<file path="config.mk">
export PLATFORM = sky130hd
export DESIGN_NAME = mword_encoder
export DESIGN_NICKNAME = d
export VERILOG_FILES = /design/src/rtl/mwe_pkg.sv /design/src/rtl/mwe_sequencer.sv /design/src/rtl/mwe_symbol.sv /design/src/rtl/mwe_outdrv.sv /design/src/rtl/mword_encoder.sv
export SDC_FILE = /design/constraint.sdc
export NUM_CORES = 1
export LEC_CHECK = 0
export CAP_MARGIN = 20
export CELL_PAD_IN_SITES_DETAIL_PLACEMENT = 2
export CELL_PAD_IN_SITES_GLOBAL_PLACEMENT = 2
export CORE_ASPECT_RATIO = 0.75
export CORE_UTILIZATION = 35
export DETAILED_ROUTE_END_ITERATION = 8
export GPL_ROUTABILITY_DRIVEN = 0
export GPL_TIMING_DRIVEN = 0
export PLACE_DENSITY_LB_ADDON = 0.25
export SLEW_MARGIN = 20
export SYNTH_ARGS = -nofsm -noshare
export SYNTH_HDL_FRONTEND = slang
export SYNTH_HIERARCHICAL = 1
export SYNTH_SLANG_ARGS = --single-unit
</file>
<file path="constraint.sdc">
create_clock -name clk_i -period 4.7 [get_ports clk_i]
set_input_delay 1.175 -clock clk_i [delete_from_list [all_inputs] [get_ports clk_i]]
set_output_delay 1.175 -clock clk_i [all_outputs]
set_load 0.005 [all_outputs]
</file>
<file path="src/rtl/mwe_pkg.sv">
package mwe_pkg;
  typedef enum logic [1:0] {
    LINE_OFF = 2'd0,
    LINE_POS = 2'd1,
    LINE_NEG = 2'd2
  } line_e;
endpackage

</file>
<file path="src/rtl/mwe_sequencer.sv">
module mwe_sequencer #(
  parameter int FRAME_HALVES = 40,
  parameter int SEND_FIRST   = 5,
  parameter int SEND_LAST    = 36,
  parameter int HW           = 6
) (
  input  logic          clk_i,
  input  logic          rst_ni,
  input  logic          abort_i,
  input  logic          en_i,
  output logic          sclk_o,
  output logic          start_o,
  output logic          next_active_o,
  output logic [HW-1:0] next_half_o,
  output logic          send_o
);
  localparam logic [HW-1:0] LAST_H = HW'(FRAME_HALVES - 1);
  localparam logic [HW-1:0] CONT_H = HW'(FRAME_HALVES - 2);
  localparam logic [HW-1:0] SND_LO = HW'(SEND_FIRST);
  localparam logic [HW-1:0] SND_HI = HW'(SEND_LAST);

  logic          phase_q, active_q, pend_q, send_q;
  logic [HW-1:0] half_q;
  logic          rise, fall;

  // phase_q low before an edge means the edge raises sclk
  assign rise = ~phase_q;
  assign fall = phase_q;

  assign start_o       = rise & pend_q;
  assign next_active_o = start_o | (active_q & (half_q != LAST_H));
  assign next_half_o   = start_o ? '0 : half_q + 1'b1;
  assign sclk_o        = phase_q;
  assign send_o        = send_q;

  always_ff @(posedge clk_i or negedge rst_ni) begin
    if (!rst_ni) begin
      phase_q  <= 1'b0;
      active_q <= 1'b0;
      pend_q   <= 1'b0;
      half_q   <= '0;
      send_q   <= 1'b0;
    end else if (abort_i) begin
      phase_q  <= 1'b0;
      active_q <= 1'b0;
      pend_q   <= 1'b0;
      half_q   <= '0;
      send_q   <= 1'b0;
    end else begin
      phase_q  <= ~phase_q;
      active_q <= next_active_o;
      half_q   <= next_active_o ? next_half_o : '0;
      send_q   <= next_active_o && (next_half_o >= SND_LO) && (next_half_o <= SND_HI);
      if (start_o)
        pend_q <= 1'b0;
      else if (fall && en_i && (!active_q || half_q == CONT_H))
        pend_q <= 1'b1;
    end
  end
endmodule

</file>
<file path="src/rtl/mwe_symbol.sv">
module mwe_symbol
  import mwe_pkg::*;
#(
  parameter int DATA_W      = 16,
  parameter int SYNC_HALVES = 3,
  parameter int HW          = 6
) (
  input  logic          clk_i,
  input  logic          rst_ni,
  input  logic          abort_i,
  input  logic          start_i,
  input  logic          sync_sel_i,
  input  logic          data_i,
  input  logic          next_active_i,
  input  logic [HW-1:0] next_half_i,
  output line_e         line_o
);
  localparam logic [HW-1:0] SYNC_MID = HW'(SYNC_HALVES);
  localparam logic [HW-1:0] DATA_LO  = HW'(2 * SYNC_HALVES);
  localparam logic [HW-1:0] PAR_LO   = HW'(2 * SYNC_HALVES + 2 * DATA_W);

  line_e line_q;
  logic  cmd_q, bit_q, par_q;
  logic  cmd, second, bit_val, level_pos, take;

  assign second = next_half_i[0];
  assign cmd    = start_i ? sync_sel_i : cmd_q;
  assign take   = next_active_i && !second &&
                  (next_half_i >= DATA_LO) && (next_half_i < PAR_LO);

  always_comb begin
    bit_val   = 1'b0;
    level_pos = 1'b0;
    if (next_half_i < DATA_LO) begin
      level_pos = cmd ? (next_half_i < SYNC_MID) : (next_half_i >= SYNC_MID);
    end else begin
      if (next_half_i < PAR_LO) bit_val = second ? bit_q : data_i;
      else                      bit_val = ~par_q;  // odd parity
      level_pos = second ? ~bit_val : bit_val;
    end
  end

  always_ff @(posedge clk_i or negedge rst_ni) begin
    if (!rst_ni) begin
      line_q <= LINE_OFF;
      cmd_q  <= 1'b0;
      bit_q  <= 1'b0;
      par_q  <= 1'b0;
    end else if (abort_i) begin
      line_q <= LINE_OFF;
      cmd_q  <= 1'b0;
      bit_q  <= 1'b0;
      par_q  <= 1'b0;
    end else begin
      line_q <= next_active_i ? (level_pos ? LINE_POS : LINE_NEG) : LINE_OFF;
      if (start_i) begin
        cmd_q <= sync_sel_i;
        par_q <= 1'b0;
      end
      if (take) begin
        bit_q <= data_i;
        par_q <= par_q ^ data_i;
      end
    end
  end

  assign line_o = line_q;
endmodule

</file>
<file path="src/rtl/mwe_outdrv.sv">
module mwe_outdrv
  import mwe_pkg::*;
(
  input  line_e line_i,
  input  logic  inhibit_ni,
  output logic  pos_n_o,
  output logic  neg_n_o
);
  assign pos_n_o = ~((line_i == LINE_POS) & inhibit_ni);
  assign neg_n_o = ~((line_i == LINE_NEG) & inhibit_ni);
endmodule

</file>
<file path="src/rtl/mword_encoder.sv">
module mword_encoder
  import mwe_pkg::*;
#(
  parameter int DATA_W      = 16,
  parameter int SYNC_HALVES = 3
) (
  input  logic clk_i,
  input  logic rst_ni,
  input  logic abort_i,
  input  logic en_i,
  input  logic sync_sel_i,
  input  logic data_i,
  input  logic inhibit_ni,
  output logic sclk_o,
  output logic send_o,
  output logic pos_n_o,
  output logic neg_n_o
);
  localparam int FRAME_HALVES = 2 * SYNC_HALVES + 2 * DATA_W + 2;
  localparam int HW           = $clog2(FRAME_HALVES);
  localparam int SEND_FIRST   = 2 * SYNC_HALVES - 1;
  localparam int SEND_LAST    = 2 * SYNC_HALVES + 2 * DATA_W - 2;

  logic          start, next_active;
  logic [HW-1:0] next_half;
  line_e         line;

  mwe_sequencer #(
    .FRAME_HALVES(FRAME_HALVES),
    .SEND_FIRST  (SEND_FIRST),
    .SEND_LAST   (SEND_LAST),
    .HW          (HW)
  ) u_seq (
    .clk_i        (clk_i),
    .rst_ni       (rst_ni),
    .abort_i      (abort_i),
    .en_i         (en_i),
    .sclk_o       (sclk_o),
    .start_o      (start),
    .next_active_o(next_active),
    .next_half_o  (next_half),
    .send_o       (send_o)
  );

  mwe_symbol #(
    .DATA_W     (DATA_W),
    .SYNC_HALVES(SYNC_HALVES),
    .HW         (HW)
  ) u_sym (
    .clk_i        (clk_i),
    .rst_ni       (rst_ni),
    .abort_i      (abort_i),
    .start_i      (start),
    .sync_sel_i   (sync_sel_i),
    .data_i       (data_i),
    .next_active_i(next_active),
    .next_half_i  (next_half),
    .line_o       (line)
  );

  mwe_outdrv u_drv (
    .line_i    (line),
    .inhibit_ni(inhibit_ni),
    .pos_n_o   (pos_n_o),
    .neg_n_o   (neg_n_o)
  );
endmodule

</file>
**After elaboration in Yosys (flattened, before gate mapping)**

Index checks and enable logic that the tools add are counted.
Widths: inputs -> output; s select.

- Bits in latches: 0
- Bits of input ports: 7
- Bits in registers: 15
- Output and inout bits: 4
- Memories kept: 0
- Bits in read-only memories: 0
- Bits in writable memories: 0

- Bitwise logic cells: 11
- Equal/unequal tests: 4
- Reduce and logical (&&, ||, !) cells: 13
- $mul: 0
- Add/sub/neg operators: 1
- Mux-type cells: 25
- Divide/modulo/power cells: 0
- $lt $le $gt $ge: 7
- Shifts and indexed selects: 0

Operators with widths:

| kind | count |
|---|---|
| $mux 1 | 19 |
| $mux 6 | 3 |
| $ge 6x3->1 const B | 2 |
| $logic_and 1x1->1 | 7 |
| $add 6x1->6 const B | 1 |
| $eq 6x6->1 const B | 1 |
| $ge 6x2->1 const B | 1 |
| $le 6x6->1 const B | 1 |
| $lt 6x2->1 const B | 1 |
| $lt 6x3->1 const B | 1 |
| $lt 6x6->1 const B | 1 |
| $mux 2 | 3 |
| $ne 6x6->1 const B | 1 |
| $reduce_bool 3->1 | 2 |
| $not 1->1 | 5 |
| $and 1x1->1 | 4 |
| $eq 2x1->1 const B | 1 |
| $eq 2x2->1 const B | 1 |
| $logic_not 1->1 | 2 |
| $reduce_bool 2->1 | 1 |
| $logic_or 1x1->1 | 1 |
| $or 1x1->1 | 1 |
| $xor 1x1->1 | 1 |

**Longest topological paths before layout**

- Depth after elaboration: 12
- Mapped depth: 9

**Hierarchy**

Netlist, hierarchy kept.

Modules (own cells, without submodules):

| module | times used | area each (µm²) | cells an instance | sequential area each (µm²) |
|---|---|---|---|---|
| mwe_sequencer | 1 | 526.8 | 53 | 250.2 |
| mwe_symbol | 1 | 320.3 | 32 | 125.1 |
| mwe_outdrv | 1 | 15.0 | 2 | 0.0 |

**Worst setup path before layout**

OpenSTA, ideal clock, no wires.

- Kind: in2out
- From: input port inhibit_ni
- To: output port neg_n_o
- Required time: 3.525 ns
- Arrival time: 1.250 ns
- Setup slack: 2.275 ns
- Stages: 1
- Path through: nand3b_1

- Cells in the longest elaborated chain, start to end: 2

Ends and longest elaborated chain:

| element | line | RTL |
|---|---|---|
| from (decl) | mword_encoder.sv:13 | `input logic inhibit_ni,` |
| $and 1x1->1 | mwe_outdrv.sv:10 | `assign neg_n_o = ~((line_i == LINE_NEG) & inhibit_ni);` |
| $not 1->1 | mwe_outdrv.sv:10 |  |
| to (decl) | mword_encoder.sv:17 | `output logic neg_n_o` |

No other way between the ends.

**Worst setup path in the final report**

- From: input port inhibit_ni
- To: output port pos_n_o

- Cells in the longest elaborated chain, start to end: 2

Ends and longest elaborated chain:

| element | line | RTL |
|---|---|---|
| $and 1x1->1 | mwe_outdrv.sv:9 | `assign pos_n_o = ~((line_i == LINE_POS) & inhibit_ni);` |
| $not 1->1 | mwe_outdrv.sv:9 |  |
| to (decl) | mword_encoder.sv:16 | `output logic pos_n_o,` |

No other way between the ends.

==> summary.md <==
| Metric | Value |
|---|---|
| Worst path arrival time | 2.22 ns |
| DP Wirelength | ~1600 um |
| Core footprint | around 2300 um2 |
| Syn Area/Cell | slightly below 10 um2 |
| Cell Rows | 15 |
| Maximum level of the CTS H-tree | 1 |
| DP Area | between 1000 and 1500 um2 |
| Vias per inst | a little under 5 |
| Port bufs | 10 |
| Synth warn | 6 |
| Worst slew pin tran | about 0.7 ns |
| GRT Total Usage | a little under a fifth |
| Die height | approximately 45 um |
| Worst reg-to-reg setup slack | around 2.2 ns |
| Initial Utilization | a little under two fifths |
| DRT Pass-1 Iters | 3 |
| Final Hold Vio Count | 0 |
| Global-route wire length before repair | about 3400 um |
| GRT overflow | 0 |
| CTS tree | yes |
| CP dominant cell by count | clkdlybuf4s50_1 |
| CP Launch Type | primary input |
| DRT antenna net count | 0 |
| Area of the multi-input gates | between 400 and 500 um2 |
| Final nets | approximately 110 |
| Diodes inserted | 0 |
| Cell Area, Synth | approximately 860 um2 |
| Clock Latency Late Sink | 0.29 ns |
| Worst-path clk slew | roughly 0.090 ns |
| Num CTS Buffers | 3 |
| Die Area | between 2000 and 3000 um2 |
| CTS resizes | 0 |
| Post-Layout Inst Area | around 1000 um2 |
| Area Overhead vs Synth | 19.6% |
| CTS Hold Bufs | 0 |
| Largest net degree at the start of global routing | 16 |
| Die width | 59.3 um |
| Share of layout cells above drive strength 1 | around an eighth |
| Post-CTS Setup Bufs | 0 |
| I/O pin total | 11 |
| Power density cells | approximately 230 nW/um2 |
| Total Power | roughly 230 uW |
| Tcrit/Tclk final | 72.2% |
| Worst path bufs/invs | 2 |
| Crit-path max cell delay | approximately 0.50 ns |
| Pins Over Slew Limit | 0 |
| RSZ-0062 raised after global routing | no |
| P_leak | 0.459 nW |
| Clk sinks | 15 |
| Hold Worst Slack | ~0.52 ns |
| DRC | 0 |
| Via Count | roughly 670 |
| Root Buffer Master | clkbuf_4 |
| DRT Wirelength | slightly above 2000 um |
| Max Root-Sink Buffers | 2 |
| Maximum operating frequency | between 200 and 300 MHz |
| Number of synthesized register bits | 15 |
| FF/Latch Area | 375 um2 |
| Worst IR drop on VDD | 0.000124 V |
| Initial antenna violation count | 0 |
| Final setup fails | 0 |
| TNS Setup | 0 ns |
| Crit path max-delay family | buffers and inverters |
| Vias in the first global route | around 700 |
| Max_cap viols | 0 |
| Cell variety after synth | 36 |
| Crit. End Element | output port |
| Crit-path cells | clkdlybuf4s50_1, nand3b_1, clkdlybuf4s50_1 |
| Iter 0 DRT Violations | 7 |
| Slew headroom | about 53% |
| Status | complete, no violations |
| Slowest cell on the critical path | clkdlybuf4s50_1 |
| Max FO, Critical Path | 2 |
| Net Count, Synth | 96 |
| Worst hold path class | reg -> reg |
| Synthesized instance count | between 80 and 90 |
| Register area share after synthesis | 43.5% |
| Skew final | between 0.01 and 0.015 ns |
| Data required, critical path | ~3.5 ns |
| Period minus WS final | ~3.4 ns |
| Setup CP Type | in -> out |
| FILL cells | 262 |
| Routed length per placed instance | 15.2 um |
==> synth_stat cells <==
cell	instances	area, um2
o21ai_0	2	10.0
dfrtp_1	15	375
nand3_2	1	10.0
buf_4	1	7.51
or3_1	1	6.26
nor3_1	3	15.0
o21ai_1	1	5.00
a21boi_1	1	7.51
o21bai_4	1	18.8
nand3_1	2	10.0
a31o_1	1	8.76
xnor2_1	2	17.5
mux2_4	1	15.0
ha_1	2	25.0
nor3b_1	1	7.51
a21oi_1	5	25.0
clkbuf_2	1	5.00
nor2b_1	2	12.5
or2_2	2	12.5
nor2_1	10	37.5
and4bb_1	1	12.5
or4_4	1	11.3
o211ai_1	1	7.51
nor4b_1	1	8.76
nand2b_1	2	12.5
xor2_2	1	16.3
o221ai_1	1	8.76
xor2_1	3	26.3
nand2_1	8	30.0
inv_1	5	18.8
mux2i_1	1	10.0
a211oi_4	1	20.0
nand3b_1	3	22.5
and3b_1	1	8.76
a211o_1	1	8.76
a211oi_1	1	7.51
==> worst paths after layout <==
| check | depth (start not counted) | end | startpoint |
|---|---|---|---|
| worst max-delay path | 3 | pos_n_o | inhibit_ni |
| worst min-delay path | 1 | u_seq/sclk_o | u_seq/sclk_o |
| worst max register to register | 9 | u_sym/par_q | u_seq/half_q[0] |
| worst min register to register | 1 | u_seq/sclk_o | u_seq/sclk_o |
| max in group asynchronous | 1 | u_sym/bit_q | rst_ni |
| min in group asynchronous | 1 | u_seq/sclk_o | rst_ni |
==> per-layer routing <==
| layer | part of all wire, % | track usage [%] | vias to the layer above |
|---|---|---|---|
| met5 | 0 | 0 | - |
| met2 | 45 | 28.8 | 12 |
| li1 | - | - | 329 |
| met3 | 3.7 | 6.02 | 2 |
| met1 | 51 | 23.9 | 324 |
| met4 | 0.58 | 4.29 | 0 |
==> registers in the layout, indices dropped and copies added (netlist names) <==
register	count
u_sym/bit_q	1
u_seq/active_q	1
u_sym/line_o	2
u_sym/cmd_q	1
u_seq/send_o	1
u_sym/par_q	1
u_seq/half_q	6
u_seq/pend_q	1
u_seq/sclk_o	1
==> cells in the final DEF (no fill, tap or decap), types with 2 or more instances in the layout <==
cell	instances
nor2_1	10
a21oi_1	5
xnor2_1	2
clkdlybuf4s50_1	10
ha_1	2
nand3_1	2
nor3_1	3
clkbuf_4	3
nand2b_1	2
nand3b_1	3
inv_1	5
nand2_1	8
nor2b_1	2
or2_2	2
dfrtp_1	15
o21ai_0	2
xor2_1	3
==> where the power goes <==
part	internal, mW	leakage (nW)	total [mW]	switching (mW)
sequential	0.131	0.207	0.133	0.00215
clock	0.0330	0.0150	0.0742	0.0412
combinational	0.0123	0.237	0.0256	0.0133
total	0.176	0.459	0.233	0.0567
==> final cells by class <==
class | count | share of cell area (%)
repair buffers | 10 | 9.71
well taps | 34 | 4.13
flip-flops and latches | 15 | 36.4
plain buffers | 2 | 1.21
clock buffers | 4 | 2.55
inverters | 5 | 1.82
multi-input cells | 65 | 44.2
==> logic make-up (layout without fill, tap and decap cells) <==
family / after synthesis / count (layout) / synth area share (%)
DFF: 15 / 15 / 43.5
AOI/OAI and AO/OA: 16 / 16 / 14.8
xor gates and xnor gates: 6 / 6 / 6.97
muxes: 2 / 2 / 2.90
adders and majority gates: 2 / 2 / 2.90
buffers and inverters: 7 / 21 / 3.63
and+or+nand+nor: 39 / 39 / 25.3
==> stage by stage <==
stage	std cells	util [%]	worst slack (ns)
after floorplan	87	-	2.28
after global placement	131	43.5	1.35
after detailed placement	131	43.5	1.29
after CTS	135	44.7	1.29
after global routing	135	44.7	1.27
final	135	44.7	1.31
Power figures use the tool's default switching activity.
